## src/rtl/keylock_pkg.sv

```systemverilog
package keylock_pkg;
  typedef enum logic [1:0] {
    SEL_NONE = 2'd0,
    SEL_CFG  = 2'd1,
    SEL_KEY  = 2'd2
  } reg_sel_e;
endpackage

```

## src/rtl/keylock_gate.sv

```systemverilog
module keylock_gate #(
  parameter int          DATA_W = 32,
  parameter int          KEY_W  = 16,
  parameter logic [15:0] KEY    = 16'hA05F
) (
  input  logic              clk,
  input  logic              rst_n,
  input  logic              wr_en,
  input  logic [DATA_W-1:0] wdata,
  output logic              open_q,
  output logic [KEY_W-1:0]  echo_q
);
  localparam logic [DATA_W-1:0] FULL_KEY = DATA_W'(KEY);

  logic key_hit;
  assign key_hit = (wdata == FULL_KEY);

  always_ff @(posedge clk or negedge rst_n) begin
    if (!rst_n) begin
      open_q <= 1'b0;
      echo_q <= '0;
    end else if (wr_en) begin
      open_q <= key_hit;
      echo_q <= wdata[KEY_W-1:0];
    end
  end

  // the exact key opens the gate
  assert_key_opens_R2: assert property (@(posedge clk) disable iff (!rst_n)
    wr_en && (wdata == FULL_KEY) |=> open_q);
  // any other value closes it
  assert_other_closes_R3: assert property (@(posedge clk) disable iff (!rst_n)
    wr_en && (wdata != FULL_KEY) |=> !open_q);
  // without a key-register write the state holds
  assert_gate_holds_R3: assert property (@(posedge clk) disable iff (!rst_n)
    !wr_en |=> $stable(open_q));
endmodule

```

## src/rtl/keylock_cfg_reg.sv

```systemverilog
module keylock_cfg_reg #(
  parameter int          DATA_W = 32,
  parameter int          WE_BIT = 2,
  parameter logic [31:0] RST_VAL = 32'h0
) (
  input  logic              clk,
  input  logic              rst_n,
  input  logic              wr_en,
  input  logic              open_i,
  input  logic [DATA_W-1:0] wdata,
  output logic [DATA_W-1:0] cfg_q
);
  localparam logic [DATA_W-1:0] PROT_MASK = DATA_W'(1) << WE_BIT;

  logic [DATA_W-1:0] cfg_next;

  always_comb begin
    if (open_i) cfg_next = wdata;
    else        cfg_next = (wdata & ~PROT_MASK) | (cfg_q & PROT_MASK);
  end

  always_ff @(posedge clk or negedge rst_n) begin
    if (!rst_n)     cfg_q <= DATA_W'(RST_VAL);
    else if (wr_en) cfg_q <= cfg_next;
  end

  // closed gate keeps the protected bit
  assert_locked_keeps_we_R4: assert property (@(posedge clk) disable iff (!rst_n)
    wr_en && !open_i |=> cfg_q[WE_BIT] == $past(cfg_q[WE_BIT]));
  // open gate takes the whole word
  assert_open_takes_word_R5: assert property (@(posedge clk) disable iff (!rst_n)
    wr_en && open_i |=> cfg_q == $past(wdata));
endmodule

```

## src/rtl/keylock_read_port.sv

```systemverilog
module keylock_read_port
  import keylock_pkg::*;
#(
  parameter int DATA_W = 32,
  parameter int KEY_W  = 16
) (
  input  logic              clk,
  input  logic              rst_n,
  input  logic              rd_en,
  input  reg_sel_e          sel,
  input  logic [DATA_W-1:0] cfg_i,
  input  logic              open_i,
  input  logic [KEY_W-1:0]  echo_i,
  output logic [DATA_W-1:0] rdata_q,
  output logic              rvalid_q
);
  localparam int PAD_W = DATA_W - KEY_W - 1;

  logic [DATA_W-1:0] mux;

  always_comb begin
    unique case (sel)
      SEL_CFG: mux = cfg_i;
      SEL_KEY: mux = {{PAD_W{1'b0}}, open_i, echo_i};
      default: mux = '0;
    endcase
  end

  always_ff @(posedge clk or negedge rst_n) begin
    if (!rst_n) begin
      rdata_q  <= '0;
      rvalid_q <= 1'b0;
    end else begin
      rvalid_q <= rd_en;
      if (rd_en) rdata_q <= mux;
    end
  end

  // every read is answered in the next cycle
  assert_read_answered_R7: assert property (@(posedge clk) disable iff (!rst_n)
    rd_en |=> rvalid_q);
  assert_no_spurious_valid_R7: assert property (@(posedge clk) disable iff (!rst_n)
    !rd_en |=> !rvalid_q);
endmodule

```

## src/rtl/keylock_bus_ctrl.sv

```systemverilog
module keylock_bus_ctrl
  import keylock_pkg::*;
#(
  parameter int          DATA_W   = 32,
  parameter int          ADDR_W   = 4,
  parameter int          KEY_W    = 16,
  parameter logic [15:0] KEY      = 16'hA05F,
  parameter int          WE_BIT   = 2,
  parameter int          CFG_OFS  = 0,
  parameter int          KEY_OFS  = 4,
  parameter logic [31:0] CFG_RST  = 32'h0
) (
  input  logic              clk,
  input  logic              rst_n,
  input  logic              req_i,
  input  logic              we_i,
  input  logic [ADDR_W-1:0] addr_i,
  input  logic [DATA_W-1:0] wdata_i,
  output logic [DATA_W-1:0] rdata_o,
  output logic              rvalid_o,
  output logic              flash_we_o
);
  localparam logic [ADDR_W-1:0] CFG_ADDR = ADDR_W'(CFG_OFS);
  localparam logic [ADDR_W-1:0] KEY_ADDR = ADDR_W'(KEY_OFS);

  reg_sel_e          sel;
  logic              cfg_wr, key_wr, rd_en;
  logic              gate_open;
  logic [KEY_W-1:0]  key_echo;
  logic [DATA_W-1:0] cfg_q;

  always_comb begin
    if (addr_i == CFG_ADDR)      sel = SEL_CFG;
    else if (addr_i == KEY_ADDR) sel = SEL_KEY;
    else                         sel = SEL_NONE;
  end

  assign cfg_wr = req_i && we_i && (sel == SEL_CFG);
  assign key_wr = req_i && we_i && (sel == SEL_KEY);
  assign rd_en  = req_i && !we_i;

  keylock_gate #(.DATA_W(DATA_W), .KEY_W(KEY_W), .KEY(KEY)) u_gate (
    .clk(clk), .rst_n(rst_n), .wr_en(key_wr), .wdata(wdata_i),
    .open_q(gate_open), .echo_q(key_echo)
  );

  keylock_cfg_reg #(.DATA_W(DATA_W), .WE_BIT(WE_BIT), .RST_VAL(CFG_RST)) u_cfg (
    .clk(clk), .rst_n(rst_n), .wr_en(cfg_wr), .open_i(gate_open),
    .wdata(wdata_i), .cfg_q(cfg_q)
  );

  keylock_read_port #(.DATA_W(DATA_W), .KEY_W(KEY_W)) u_rd (
    .clk(clk), .rst_n(rst_n), .rd_en(rd_en), .sel(sel), .cfg_i(cfg_q),
    .open_i(gate_open), .echo_i(key_echo), .rdata_q(rdata_o), .rvalid_q(rvalid_o)
  );

  assign flash_we_o = cfg_q[WE_BIT];

  // a write-enable change needs an open gate and a configuration write
  assert_we_change_needs_key_R6: assert property (@(posedge clk) disable iff (!rst_n)
    !(cfg_wr && gate_open) |=> $stable(flash_we_o));
endmodule

```

## config.mk

```make
export PLATFORM = sky130hd
export DESIGN_NAME = keylock_bus_ctrl
export DESIGN_NICKNAME = d
export VERILOG_FILES = /design/src/rtl/keylock_pkg.sv /design/src/rtl/keylock_gate.sv /design/src/rtl/keylock_cfg_reg.sv /design/src/rtl/keylock_read_port.sv /design/src/rtl/keylock_bus_ctrl.sv
export SDC_FILE = /design/constraint.sdc
export NUM_CORES = 1
export LEC_CHECK = 0
export CORE_MARGIN = 5
export CORE_UTILIZATION = 55
export DETAILED_ROUTE_END_ITERATION = 10
export DONT_BUFFER_PORTS = 1
export PLACE_DENSITY = 0.7
export SKIP_CTS_REPAIR_TIMING = 1
export SYNTH_ARGS = -nofsm -noshare
export SYNTH_HDL_FRONTEND = slang
export SYNTH_HIERARCHICAL = 1
export SYNTH_SLANG_ARGS = --single-unit
```

## constraint.sdc

```tcl
create_clock -name clk -period 1.1 [get_ports clk]
set_clock_uncertainty 0.15 [all_clocks]
set_input_delay 0.165 -clock clk [delete_from_list [all_inputs] [get_ports clk]]
set_output_delay 0.165 -clock clk [all_outputs]
set_load 0.02 [all_outputs]
```

==> metrics.cfg <==
[global_routing]
grt_first_pass_wirelength_um=11800
gr-total-overflow=0
grt_pass1_vias=2208
grt_max_degree=83
antenna_found_initial=0
track_usage_pct=18.1

[final_layout]
fin_area_um2=4750
num_antenna_cells=0
finalNetCount=362
area_growth_pct=33.4
post_route_cells_drive_above_1_share_pct=51.4
num-fill-cells=413

[synthesis]
synth.area.top_cells=dfrtp_1 (58%), mux2_2 (15%), inv_1 (3.7%), a22oi_2 (3.5%), o22ai_2 (3.5%)
synth_area_per_cell_um2=13.3
yosys_warnings=6
synth_area_um2=3560
synth_top_area_share_pct=57.6
synth_top_cell_by_area=dfrtp_1
synth_cell_types=28
synth_seq_area_share_pct=57.6
synth_cells=268
mappedNetlistNets=310
synth_seq_cells=82

[status]
violations=negative hold slack, negative setup slack
outcome=finished with violations

[critical_path]
start_kind=register
cp_max_fo=3
cp-startpoint=u_cfg/cfg_q[2]
max_stage_delay_ns=0.44
crit_path_end_kind=primary output
critPathBufInv=1
crit_arrival_ns=0.93
critical_path_class=reg2out
path_cells=buf_6
required_ns=0.78
path_delay_family=flip-flops
r2r-start=u_gate/open_q
cp_slowest_cell=dfrtp_1

[die]
row_count=29
die_area_um2=8190
ioPinCount=74
coreArea_um2=6310
initial_core_util_pct=56.4
fp.dieH_um=90.5
die_x_um=90.5

[routing]
wl_per_cell_um=20.5
drt-vias-per-instance=5.63
ant_nets=0
wirelength_um=8230
first_iter_violations=124
detail_route.first_pass.iterations=4
drc=0
via_count=2263

[sta]
rsz0062_at_grt=true
max-slew-margin-rel_pct=73.9
hold_violations=113
setup_violations=99
period_share_pct=113
setup_ws_ns=-0.141
min_period_ns=1.24
max_freq_ghz=0.806
slew_violations=0
holdWs_ns=-0.644
worst_pin_slew_ns=0.390

[cts]
cts_buffer_depth=2
cts_htree_levels=3
cts_root_buffer=clkbuf_8
clock-sinks=82
clk_pin_slew_worst_paths_ns=0.09
cts_tree=built
insertion_delay_ns=0.34
numCtsBuffers=9

[power_and_ir_drop]
peakVddDrop_mv=1.06
power_mw=6.71
leakage_nw=2.01
power.density_nw_per_um2=1410

[placement]
dpl_cell_area_um2=3990
hpwl_um=4610
gp_congestion=0.761
port_buffers=0

[hold_path]
hold_class=in2async

[flow_run]
maxCapViolCount=0

-- where the power goes --
group | internal [mW] | switching (mW)
registers | 3.36 | 0.254
clock network | 1.18 | 1.10
logic | 0.582 | 0.225
total | 5.13 | 1.58
-- cell type report --
cell class	count	area (µm²)	share of cell area [%]
clock buffers	11	151	3.18
multi-input cells	136	1540	32.4
clock inverters	5	61.3	1.29
flip-flops and latches	82	2080	43.7
repair buffers	56	697	14.7
inverters	35	131	2.76
well taps	77	96.3	2.03
-- layout by cell type (no fill, tap or decap), types with 5 or more instances in the layout --
cell type and count:
inv_1 34, clkbuf_8 11, nand3_1 15, buf_12 8
o21ai_0 12, dfrtp_2 19, buf_4 12, a22oi_2 15
mux2_4 48, o22ai_2 12, buf_6 17, dlygate4sd3_1 14
dfrtp_1 63, o22ai_1 5
-- sequential cells by signal (all words and copies together) (netlist names) --
register       count
u_cfg/cfg_q       32
u_gate/open_q      1
u_rd/rdata_q      32
u_rd/rvalid_q      1
u_gate/echo_q     16
-- logic make-up after synthesis --
| family | Yosys count | share of synthesized area (%) |
|---|---|---|
| AO/OA/AOI/OAI | 50 | 12.3 |
| adder cells (fa/ha/maj) | 2 | 0.702 |
| multiplexers | 48 | 15.3 |
| buffers and inverters | 52 | 8.08 |
| flip-flops | 82 | 57.6 |
| AND/OR/NAND/NOR | 34 | 6.07 |
-- metrics by stage --
stage                     setup TNS, ns  utilization [%]  cells  worst slack [ns]  hold WS, ns
after floorplan                  -26.34                -    268            -0.388       -0.281
after global placement           -31.25             63.2    355            -0.432       -0.279
after detailed placement         -33.64             63.2    355            -0.463       -0.279
after CTS                         -6.30             66.5    371            -0.151       -0.655
after global routing             -10.78             75.3    402            -0.179       -0.666
final                             -6.60             75.3    402            -0.141       -0.644
-- path summary, 6_finish.rpt --
path	slack [ns]	endpoint	depth (start not counted)
min reg2reg	0.37	u_rd/rdata_q[20]	2
max in group asynchronous	1.28	u_rd/rdata_q[18]	0
max	-0.14	flash_we_o	1
min	-0.64	u_rd/rdata_q[22]	0
min in group clk	-0.19	u_cfg/cfg_q[11]	1
max reg2reg	0.03	u_cfg/cfg_q[2]	2
-- synth_stat cells (all sizes together) --
cell type,number
and4b,1
nand4,2
and3,2
o22ai,17
nor2,1
o41ai,1
inv,35
ha,2
buf,16
clkbuf,1
mux2,48
nor4,4
nand2,3
nand3,15
dfrtp,82
a22oi,17
nor4b,4
nand2b,1
o21ai,15
nor2b,1
-- routing by layer --
layer	global-route usage (%)	vias up	part of all wire, %
li1	-	1049	-
met3	6.08	8	5.3
met5	0	-	0
met4	6.70	0	1.2
met2	25.9	62	47
met1	25.6	1144	47
(Power assumes the default switching activity.)
